$ cat config.mk
export PLATFORM = sky130hd
export DESIGN_NAME = dcs_seq
export DESIGN_NICKNAME = d
export VERILOG_FILES = /design/src/rtl/dcs_pkg.sv /design/src/rtl/dcs_decode.sv /design/src/rtl/dcs_rx_buf.sv /design/src/rtl/dcs_seq.sv
export SDC_FILE = /design/constraint.sdc
export NUM_CORES = 1
export LEC_CHECK = 0
export ABC_AREA = 1
export BUFFER_PORTS_ARGS = -buffer_cell sky130_fd_sc_hd__buf_4
export CORE_ASPECT_RATIO = 0.75
export CORE_MARGIN = 5
export CORE_UTILIZATION = 52
export CTS_CLUSTER_DIAMETER = 60
export DETAILED_ROUTE_END_ITERATION = 12
export PLACE_DENSITY = 0.79
export SETUP_SLACK_MARGIN = 0.3
export SYNTH_ARGS = -nofsm -noshare
export SYNTH_HDL_FRONTEND = slang
export SYNTH_SLANG_ARGS = --single-unit
export TNS_END_PERCENT = 1
$ cat constraint.sdc
create_clock -name clk -period 1.75 [get_ports clk]
set_input_delay 0.0875 -clock clk [delete_from_list [all_inputs] [get_ports clk]]
set_output_delay 0.0875 -clock clk [all_outputs]
set_load 0.01 [all_outputs]
$ cat src/rtl/dcs_pkg.sv
package dcs_pkg;
   localparam logic [7:0] VERB_GEN_READ   = 8'h00;
   localparam logic [7:0] VERB_GEN_WRITE  = 8'h01;
   localparam logic [7:0] VERB_LINK_ENTER = 8'h20;
   localparam logic [7:0] VERB_LINK_EXIT  = 8'h21;
   localparam logic [7:0] CODE_NAK        = 8'h7E;

   typedef enum logic [1:0] {
      LOP_WRITE = 2'd0,
      LOP_READ  = 2'd1,
      LOP_ENTER = 2'd2,
      LOP_EXIT  = 2'd3
   } lop_e;

   typedef enum logic [1:0] {
      KIND_NAK,
      KIND_XFER,
      KIND_ENTER,
      KIND_EXIT
   } kind_e;

   typedef enum logic [2:0] {
      ST_IDLE,
      ST_SEND,
      ST_RECV,
      ST_SYS,
      ST_RESP
   } st_e;
endpackage

$ cat src/rtl/dcs_decode.sv
module dcs_decode
   import dcs_pkg::*;
#(
   parameter  int MAX_ARGS = 2,
   parameter  int MAX_RPL  = 2,
   localparam int NTX      = (MAX_ARGS > 2) ? MAX_ARGS : 2,
   localparam int AW       = $clog2(MAX_ARGS + 1),
   localparam int CW       = $clog2(NTX + 1),
   localparam int RW       = $clog2(MAX_RPL + 1)
) (
   input  logic [7:0]            verb,
   input  logic [AW-1:0]         nargs,
   input  logic [MAX_ARGS*8-1:0] args,
   output kind_e                 kind,
   output logic [CW-1:0]         n_tx,
   output logic [NTX*8-1:0]      tx_bytes,
   output logic [RW-1:0]         n_rx
);
   if (MAX_ARGS < 1) begin : g_bad_args
      $error("dcs_decode: MAX_ARGS must be at least 1");
   end
   if (MAX_RPL < 2) begin : g_bad_rpl
      $error("dcs_decode: MAX_RPL must be at least 2");
   end

   logic [AW-1:0] nclamp;
   assign nclamp = (nargs > AW'(MAX_ARGS)) ? AW'(MAX_ARGS) : nargs;

   always_comb begin
      kind     = KIND_NAK;
      n_tx     = '0;
      tx_bytes = '0;
      n_rx     = '0;
      case (verb)
         VERB_GEN_READ: begin
            kind                    = KIND_XFER;
            n_tx                    = CW'(nclamp);
            tx_bytes[MAX_ARGS*8-1:0] = args;
            n_rx                    = RW'(1);
         end
         VERB_GEN_WRITE: begin
            kind                    = KIND_XFER;
            n_tx                    = CW'(nclamp);
            tx_bytes[MAX_ARGS*8-1:0] = args;
         end
         VERB_LINK_ENTER: kind = KIND_ENTER;
         VERB_LINK_EXIT:  kind = KIND_EXIT;
         8'h80: begin
            kind = KIND_XFER; tx_bytes[7:0] = 8'h14; n_tx = CW'(1); n_rx = RW'(1);
         end
         8'h81: begin
            kind           = KIND_XFER;
            tx_bytes[7:0]  = 8'h1D;
            tx_bytes[15:8] = args[7:0];
            n_tx           = CW'(2);
            n_rx           = RW'(1);
         end
         8'h82: begin
            kind = KIND_XFER; tx_bytes[7:0] = 8'h24; n_tx = CW'(1); n_rx = RW'(1);
         end
         8'h84: begin
            kind = KIND_XFER; tx_bytes[7:0] = 8'h34; n_tx = CW'(1); n_rx = RW'(1);
         end
         8'h86: begin
            kind = KIND_XFER; tx_bytes[7:0] = 8'h44; n_tx = CW'(1); n_rx = RW'(1);
         end
         8'h87: begin
            kind = KIND_XFER; tx_bytes[7:0] = 8'h4C; n_tx = CW'(1); n_rx = RW'(1);
         end
         8'h89: begin
            kind = KIND_XFER; tx_bytes[7:0] = 8'h5C; n_tx = CW'(1); n_rx = RW'(1);
         end
         8'h83: begin
            kind = KIND_XFER; tx_bytes[7:0] = 8'h28; n_tx = CW'(1); n_rx = RW'(2);
         end
         8'h8B: begin
            kind = KIND_XFER; tx_bytes[7:0] = 8'h68; n_tx = CW'(1); n_rx = RW'(2);
         end
         default: kind = KIND_NAK;
      endcase
   end
endmodule

$ cat src/rtl/dcs_rx_buf.sv
module dcs_rx_buf #(
   parameter  int MAX_RPL = 2,
   localparam int RW      = $clog2(MAX_RPL + 1)
) (
   input  logic                 clk,
   input  logic                 rst_n,
   input  logic                 clr,
   input  logic                 wr_en,
   input  logic [7:0]           wr_byte,
   output logic [MAX_RPL*8-1:0] data,
   output logic [RW-1:0]        count
);
   always_ff @(posedge clk or negedge rst_n) begin
      if (!rst_n)     count <= '0;
      else if (clr)   count <= '0;
      else if (wr_en) count <= count + RW'(1);
   end

   for (genvar i = 0; i < MAX_RPL; i++) begin : g_lane
      always_ff @(posedge clk or negedge rst_n) begin
         if (!rst_n)                           data[i*8 +: 8] <= '0;
         else if (clr)                         data[i*8 +: 8] <= '0;
         else if (wr_en && count == RW'(i))    data[i*8 +: 8] <= wr_byte;
      end
   end

   // a reply byte never arrives beyond the buffer depth
   a_r7_no_overflow: assert property (@(posedge clk) disable iff (!rst_n)
      wr_en |-> count < RW'(MAX_RPL));
endmodule

$ cat src/rtl/dcs_seq.sv
module dcs_seq
   import dcs_pkg::*;
#(
   parameter  int MAX_ARGS = 2,
   parameter  int MAX_RPL  = 2,
   localparam int NTX      = (MAX_ARGS > 2) ? MAX_ARGS : 2,
   localparam int AW       = $clog2(MAX_ARGS + 1),
   localparam int CW       = $clog2(NTX + 1),
   localparam int RW       = $clog2(MAX_RPL + 1)
) (
   input  logic                 clk,
   input  logic                 rst_n,
   input  logic                 cmd_valid,
   output logic                 cmd_ready,
   input  logic [7:0]           cmd_verb,
   input  logic [AW-1:0]        cmd_nargs,
   input  logic [MAX_ARGS*8-1:0] cmd_args,
   output logic                 lnk_req,
   output logic [1:0]           lnk_op,
   output logic [7:0]           lnk_wdata,
   input  logic                 lnk_done,
   input  logic [7:0]           lnk_rdata,
   output logic                 rsp_valid,
   input  logic                 rsp_ready,
   output logic [7:0]           rsp_code,
   output logic [RW-1:0]        rsp_len,
   output logic [MAX_RPL*8-1:0] rsp_data
);
   kind_e            d_kind;
   logic [CW-1:0]    d_ntx;
   logic [NTX*8-1:0] d_tx;
   logic [RW-1:0]    d_nrx;

   dcs_decode #(.MAX_ARGS(MAX_ARGS), .MAX_RPL(MAX_RPL)) u_dec (
      .verb(cmd_verb), .nargs(cmd_nargs), .args(cmd_args),
      .kind(d_kind), .n_tx(d_ntx), .tx_bytes(d_tx), .n_rx(d_nrx)
   );

   st_e              st;
   kind_e            kind_q;
   logic [NTX*8-1:0] tx_q;
   logic [CW-1:0]    ntx_q, txi_q;
   logic [RW-1:0]    nrx_q;
   logic [7:0]       code_q;
   logic [RW-1:0]    rx_cnt;
   logic             cmd_fire, rx_wr;
   logic [NTX*8-1:0] tx_shift;

   assign cmd_ready = (st == ST_IDLE);
   assign cmd_fire  = cmd_valid && cmd_ready;
   assign rx_wr     = (st == ST_RECV) && lnk_done;

   dcs_rx_buf #(.MAX_RPL(MAX_RPL)) u_buf (
      .clk(clk), .rst_n(rst_n), .clr(cmd_fire), .wr_en(rx_wr),
      .wr_byte(lnk_rdata), .data(rsp_data), .count(rx_cnt)
   );

   assign tx_shift  = tx_q >> {txi_q, 3'b000};
   assign lnk_req   = (st == ST_SEND) || (st == ST_RECV) || (st == ST_SYS);
   assign lnk_wdata = (st == ST_SEND) ? tx_shift[7:0] : 8'h00;
   always_comb begin
      case (st)
         ST_RECV: lnk_op = LOP_READ;
         ST_SYS:  lnk_op = (kind_q == KIND_ENTER) ? LOP_ENTER : LOP_EXIT;
         default: lnk_op = LOP_WRITE;
      endcase
   end

   assign rsp_valid = (st == ST_RESP);
   assign rsp_code  = code_q;
   assign rsp_len   = rx_cnt;

   always_ff @(posedge clk or negedge rst_n) begin
      if (!rst_n) begin
         st     <= ST_IDLE;
         kind_q <= KIND_NAK;
         tx_q   <= '0;
         ntx_q  <= '0;
         txi_q  <= '0;
         nrx_q  <= '0;
         code_q <= '0;
      end else begin
         case (st)
            ST_IDLE: if (cmd_fire) begin
               kind_q <= d_kind;
               tx_q   <= d_tx;
               ntx_q  <= d_ntx;
               nrx_q  <= d_nrx;
               txi_q  <= '0;
               code_q <= (d_kind == KIND_NAK) ? CODE_NAK : cmd_verb;
               case (d_kind)
                  KIND_NAK:   st <= ST_RESP;
                  KIND_ENTER,
                  KIND_EXIT:  st <= ST_SYS;
                  default:    st <= (d_ntx != '0) ? ST_SEND :
                                    (d_nrx != '0) ? ST_RECV : ST_RESP;
               endcase
            end
            ST_SEND: if (lnk_done) begin
               txi_q <= txi_q + CW'(1);
               if (txi_q == ntx_q - CW'(1))
                  st <= (nrx_q != '0) ? ST_RECV : ST_RESP;
            end
            ST_RECV: if (lnk_done && rx_cnt == nrx_q - RW'(1)) st <= ST_RESP;
            ST_SYS:  if (lnk_done) st <= ST_RESP;
            ST_RESP: if (rsp_ready) st <= ST_IDLE;
            default: st <= ST_IDLE;
         endcase
      end
   end

   // a refused verb goes straight to a NAK reply with no link traffic
   a_r8_nak_quiet: assert property (@(posedge clk) disable iff (!rst_n)
      cmd_fire && d_kind == KIND_NAK |=> !lnk_req && rsp_valid &&
      rsp_code == CODE_NAK && rsp_len == '0);

   // no second command is taken once one is accepted
   a_r10_single: assert property (@(posedge clk) disable iff (!rst_n)
      cmd_fire |=> !cmd_ready);

   // a reply that is not taken holds its contents
   a_r10_rsp_hold: assert property (@(posedge clk) disable iff (!rst_n)
      rsp_valid && !rsp_ready |=> rsp_valid && $stable(rsp_code) &&
      $stable(rsp_len) && $stable(rsp_data));

   // a pending link request keeps its operation and byte
   a_r11_lnk_hold: assert property (@(posedge clk) disable iff (!rst_n)
      lnk_req && !lnk_done |=> lnk_req && $stable(lnk_op) && $stable(lnk_wdata));

   // the generic read verb always returns exactly one byte
   a_r2_gen_read_len: assert property (@(posedge clk) disable iff (!rst_n)
      rsp_valid && rsp_code == VERB_GEN_READ |-> rsp_len == RW'(1));
endmodule

# [Yosys cells after proc, flatten, opt, wreduce, memory -nomap -nowiden]
# Index checks and enable logic that the tools add are counted.
[op_classes] add_sub_neg=4 magnitude_cmp=1 n_eq_ne=28 shifts=1 mux=30 reduce_logical=27
[op_table] operator="one-hot mux 8 bit (10 select lines)" count=1
[op_table] operator="== test 8 bit (second input constant)" count=9
[op_table] operator="two-way mux 8 bit" count=6
[op_table] operator="two-way mux 3 bit" count=9
[op_table] operator="== test 8 x 6 -> 1 bit (second input constant)" count=2
[op_table] operator="one-hot mux 8 bit (2 select lines)" count=1
[op_table] operator="OR reduction 8 bit" count=2
[op_table] operator="right shift 16 x 5 -> 8 bit" count=1
[op_table] operator="one-hot mux 3 bit (5 select lines)" count=1
[op_table] operator="nonzero test 2 bit" count=7
[op_table] operator="one-hot mux 2 bit (2 select lines)" count=3
[op_table] operator="one-hot mux 2 bit (3 select lines)" count=2
[op_table] operator="OR reduction 11 bit" count=1
[op_table] operator="two-way mux 2 bit" count=5
[op_table] operator="== test 8 x 1 -> 1 bit (second input constant)" count=1
[op_table] operator="zero test 8 bit" count=1
[op_table] operator="!= test 2 x 1 -> 1 bit (second input constant)" count=4
[op_table] operator="== test 2 bit (second input constant)" count=3
[op_table] operator="== test 3 x 2 -> 1 bit (second input constant)" count=2
[op_table] operator="one-hot mux 3 bit (2 select lines)" count=1
[op_table] operator="AND reduction 6 bit" count=1
[op_table] operator="OR reduction 2 bit" count=3
[op_table] operator="logical AND 1 bit" count=5
[op_table] operator="adder 2 x 1 -> 2 bit (second input constant)" count=2
[op_table] operator="other kinds (13)" count=18
[word_totals] register_bits=53 input_bits=39 out_inout_bits=39 wordCells=101

# [Logic depth before layout (Yosys ltp)]
[depth] depth_word=9 depth_mapped=14 depth_no_buf=14

# [Hierarchy]
# A second synthesis with hierarchy kept.
[unflattened] cells_unflattened=422 area_unflattened_um2=3099.2
[by_module_without_submodules] mod="dcs_seq" instances=1 cells_per_inst=226 area_per_inst_um2=1771.7
[by_module_without_submodules] mod="dcs_rx_buf" instances=1 cells_per_inst=101 area_per_inst_um2=840.8
[by_module_without_submodules] mod="dcs_decode" instances=1 cells_per_inst=95 area_per_inst_um2=486.7

# [Worst setup path after synthesis]
# No wires, ideal clock.
[synth_timing] path_kind="flip-flop to flip-flop" from="reg nrx_q[0]" to="reg st[2]" setup_time_ps=117 arrival_ps=1355 slack_ps=278 path_stages_with_launch=10 n_path_buf=0 path_cell_list="dfrtp_1 > inv_1 > ha_1 > or2_2 > nand4_1 > nand2_1 > nand4_1 > nor2_1 > nand2_1 > nand2_1"
[synth_between] elab_chain_cells=5
[synth_lines] element="start: declaration" line="dcs_seq.sv:43" text="logic [RW-1:0] nrx_q;"
[synth_lines] element="start signal: assignment" line="dcs_seq.sv:88" text="nrx_q <= d_nrx;"
[synth_lines] element="subtractor 2 x 1 -> 2 bit / nonzero test 2 bit (equally long branches)" line="dcs_seq.sv:104, dcs_seq.sv:102"
[synth_lines] element="== test 2 bit / two-way mux 3 bit (equally long branches)" line="dcs_seq.sv:104, dcs_seq.sv:102"
[synth_lines] element="logical AND 1 bit / two-way mux 3 bit (equally long branches)" line="dcs_seq.sv:104, dcs_seq.sv:101"
[synth_lines] element="!= test 2 x 1 -> 1 bit (no line) / two-way mux 3 bit (equally long branches)"
[synth_lines] element="AND reduction 6 bit (no line) / one-hot mux 3 bit (5 select lines) (equally long branches)"
[synth_lines] element="end signal: assignment" line="dcs_seq.sv:95" text="default: st <= (d_ntx != '0) ? ST_SEND :"
[synth_lines] element="end signal: assignment" line="dcs_seq.sv:102" text="st <= (nrx_q != '0) ? ST_RECV : ST_RESP;"
[synth_lines] element="end: declaration" line="dcs_seq.sv:39" text="st_e st;"
# Several ways; a longest one is shown, not always the timed one. The select of a mux whose other input is x is not followed.
# A chain may end at the register's enable or synchronous reset.

# [Final worst setup path]
[layout_timing] from="reg st[2]" to="out lnk_wdata[0]"
[layout_between] elab_chain_cells=2
[layout_lines] element="== test 3 x 1 -> 1 bit" line="dcs_seq.sv:60" text="assign lnk_wdata = (st == ST_SEND) ? tx_shift[7:0] : 8'h00;"
[layout_lines] element="two-way mux 8 bit" line="dcs_seq.sv:60"
[layout_lines] element="end: declaration" line="dcs_seq.sv:20" text="output logic [7:0] lnk_wdata,"
# No other way between the ends.

==> out/metrics.cfg <==
[layout]
drive_gt1_share_pct=33.1
most_used_cells_in_the_layout_excluding_fill_and_tap_cells=sky130_fd_sc_hd__nand2_1, sky130_fd_sc_hd__buf_4, sky130_fd_sc_hd__dfrtp_1
multi_input_area_um2=1380
diodes=0
final_standard_cell_count_with_taps_included_and_fillers_excluded=519
num-fill-cells=434
finalNetCount=486
layout-area-overhead-vs-synth_pct=31.6
final-seq-area_um2=1330
mostFrequentLayoutCell=sky130_fd_sc_hd__nand2_1

[floorplanning]
die_x_um=95.4
initial_utilization_pct=53.4
coreArea_um2=5320
fp.dieH_um=74.0
die_area_um2=7060
num_ports=78
core.rowCount=23

[sta]
final_report_setup_violation_count=0
hold-worst-slack_ns=0.0350
worst_slew_margin_rel_pct=55.0
rsz0062_at_grt=true
ratio_of_final_minimum_period_to_clock_period_pct=91.1
final_period_minus_worst_setup_slack_ns=1.59
postLayoutSetupSlackWorst_ns=0.155
fmax_ghz=0.627
number_of_endpoints_with_negative_hold_slack_in_the_final_report=0
max_slew.worst_pin.slew_ns=0.675
drv_slew=0
final.setup_skew_ns=0.00643
tns_ns=0

[synthesis]
post_synth_inst_count=356
synth.ff_latch_count=53
synthesis.nets=398
ys_types=32
synth_edf_count=0
syn_avg_cell_area_um2=7.99
synthFlopType=sky130_fd_sc_hd__dfrtp_1
mappedNetlistArea_um2=2840
synth-seq-area-share_pct=46.6
ys_warn_count=0
asyncSetResetFlopFracSynth_pct=100

[worst_setup_path]
required_ns=1.66
cp_max_fo=5
cp_data_arrival_time_ns=1.51
cp-end-kind=output pin
startpoint_type=register
criticalPathCategory=reg2out

[power_and_ir_drop]
p_leak_nw=1.89
seqPwrFrac_pct=40.2
power-per-cell-area_nw_per_um2=1240
ir_worst_vdd_uv=558
power.clock.fraction_pct=17.5
finalPower_mw=4.64
switch_share_pct=37.0
share_comb_of_total_power_pct=42.3
power_report.internal_total_mw=2.92
power_switching_mw=1.72

[detailed_routing]
route.detailed.vias_per_inst=5.26
drt_first_iter_violations=206
drc=0
routed-via-count=2729
drt-total-wl_um=7600
drt_pre_antenna_iters=4
wl_per_cell_um=14.6
antenna_left=0

[worst_hold_path]
worstHoldPathType=in2reg

[clocking]
tritoncts.num_buffers=5
cts_max_level=2
clk-insertion-delay-late_ns=0.30
clock_path_buffers=2
clock_sink_count=53
tritoncts_clock_tree=built
clock_tree.root_cell=sky130_fd_sc_hd__clkbuf_8
worst_setup_hold_path_clk_slew_ns=0.09

[global_routing]
top_usage_layer=met2
first_global_vias=2723
gr_util_met1_pct=32.1
grt_max_degree=54
gr-usage-met2_pct=35.8
global_route.usage.total_pct=22.8
groute.layer.met3.usage_pct=5.56
grt_antenna_before_repair=0
grt_pass1_wl_um=12600
grt_overflow_total=0

[placement]
post-place-ws_ns=0.111
io_buffers=77
placed_cells=506
routability_driven_placement_congestion_ratio=0.844
dp.final_hpwl_um=5430

[flow_run]
max_cap_violations=0

[outcome]
run_status=completed

[per-layer routing]
layer / part of all wire (%) / wire length [um]
met2: 48 / 3630
met1: 45 / 3450
met3: 6.2 / 470
met5: 0 / 0
met4: 0.75 / 57
[power groups by stage]
stage	Clock, mW	Sequential (mW)	Combinational [mW]
final	0.811	1.87	1.96
after global routing	0.880	1.91	2.17
after CTS	0.825	1.86	1.95
after detailed placement	0	1.87	1.87
after global placement	0	1.86	1.81
after floorplan	0	1.96	0.930
[state kept, by name, summed over array words and instances, names as in the netlist]
| register | cells |
|---|---|
| rsp_code | 8 |
| st | 3 |
| ntx_q | 2 |
| nrx_q | 2 |
| tx_q | 16 |
| u_buf.count | 2 |
| kind_q | 2 |
| u_buf.data | 16 |
| txi_q | 2 |
[cell families after synthesis]
| kind of cell | share of synthesized area [%] |
|---|---|
| compound gates | 16.1 |
| fa+ha+maj | 1.32 |
| flops | 46.6 |
| xor+xnor | 0.308 |
| buf+inv | 7.44 |
| simple gates | 28.2 |
[worst max-delay path: stages (launching register included)]
cell and delay [ns]:
sky130_fd_sc_hd__dfrtp_2 0.46, sky130_fd_sc_hd__inv_2 0.09, sky130_fd_sc_hd__nand2_4 0.06, sky130_fd_sc_hd__nor2_4 0.18, sky130_fd_sc_hd__nand2_4 0.12, sky130_fd_sc_hd__a21oi_2 0.15
sky130_fd_sc_hd__buf_4 0.14
[area by class of cell]
type	count	share of cell area [%]
timing repair buffer	91	18.4
tap	75	2.51
clock buffer	5	1.84
inverter	39	3.98
clock inverter	2	0.936
sequential	53	35.5
multi-input combinational	254	36.8
[cells in the mapped netlist (2+ instances only)]
cell,count,area [um^2]
sky130_fd_sc_hd__a21oi_1,39,195
sky130_fd_sc_hd__a2bb2oi_1,6,52.6
sky130_fd_sc_hd__buf_2,4,20.0
sky130_fd_sc_hd__buf_6,2,22.5
sky130_fd_sc_hd__clkbuf_1,4,15.0
sky130_fd_sc_hd__dfrtp_1,53,1330
sky130_fd_sc_hd__ha_1,3,37.5
sky130_fd_sc_hd__inv_1,31,116
sky130_fd_sc_hd__inv_2,8,30.0
sky130_fd_sc_hd__nand2_1,90,338
sky130_fd_sc_hd__nand2_2,9,56.3
sky130_fd_sc_hd__nand2_4,4,45.0
sky130_fd_sc_hd__nand3_1,12,60.1
sky130_fd_sc_hd__nand4_1,2,12.5
sky130_fd_sc_hd__nor2_1,37,139
sky130_fd_sc_hd__nor2_2,6,37.5
sky130_fd_sc_hd__nor2_4,4,45.0
sky130_fd_sc_hd__nor2_8,2,40.0
sky130_fd_sc_hd__o211ai_1,3,22.5
sky130_fd_sc_hd__o21ai_0,21,105
sky130_fd_sc_hd__o22ai_1,2,12.5
sky130_fd_sc_hd__o31ai_1,4,30.0
[timing repair]
action,4_1_cts,5_1_grt
setup endpoints to repair,40,47
setup buffers,3,1
hold endpoints to repair,53,0
hold buffers,1,0
gates resized for setup,18,4
pin swaps,3,5
gates cloned,1,0
[per-stage QoR]
step                utilization [%]  cell area (um^2)
CTS                            69.9              3720
global placement               66.1              3520
global route                   70.3              3740
detailed placement             66.1              3520
finish                         70.3              3740
floorplan                         -              2840
[worst paths after layout]
kind / slack [ns] / startpoint / endpoint / depth (start not counted)
max in group asynchronous: 0.90 / rst_n / st[1] / 2
worst max-delay path: 0.16 / st[2] / lnk_wdata[0] / 6
min in group asynchronous: 0.35 / rst_n / tx_q[13] / 2
worst max register to register: 0.18 / st[1] / txi_q[1] / 7
worst min-delay path: 0.04 / cmd_args[2] / tx_q[10] / 3
worst min register to register: 0.49 / rsp_code[2] / rsp_code[2] / 2
Power figures use the tool's default switching activity.
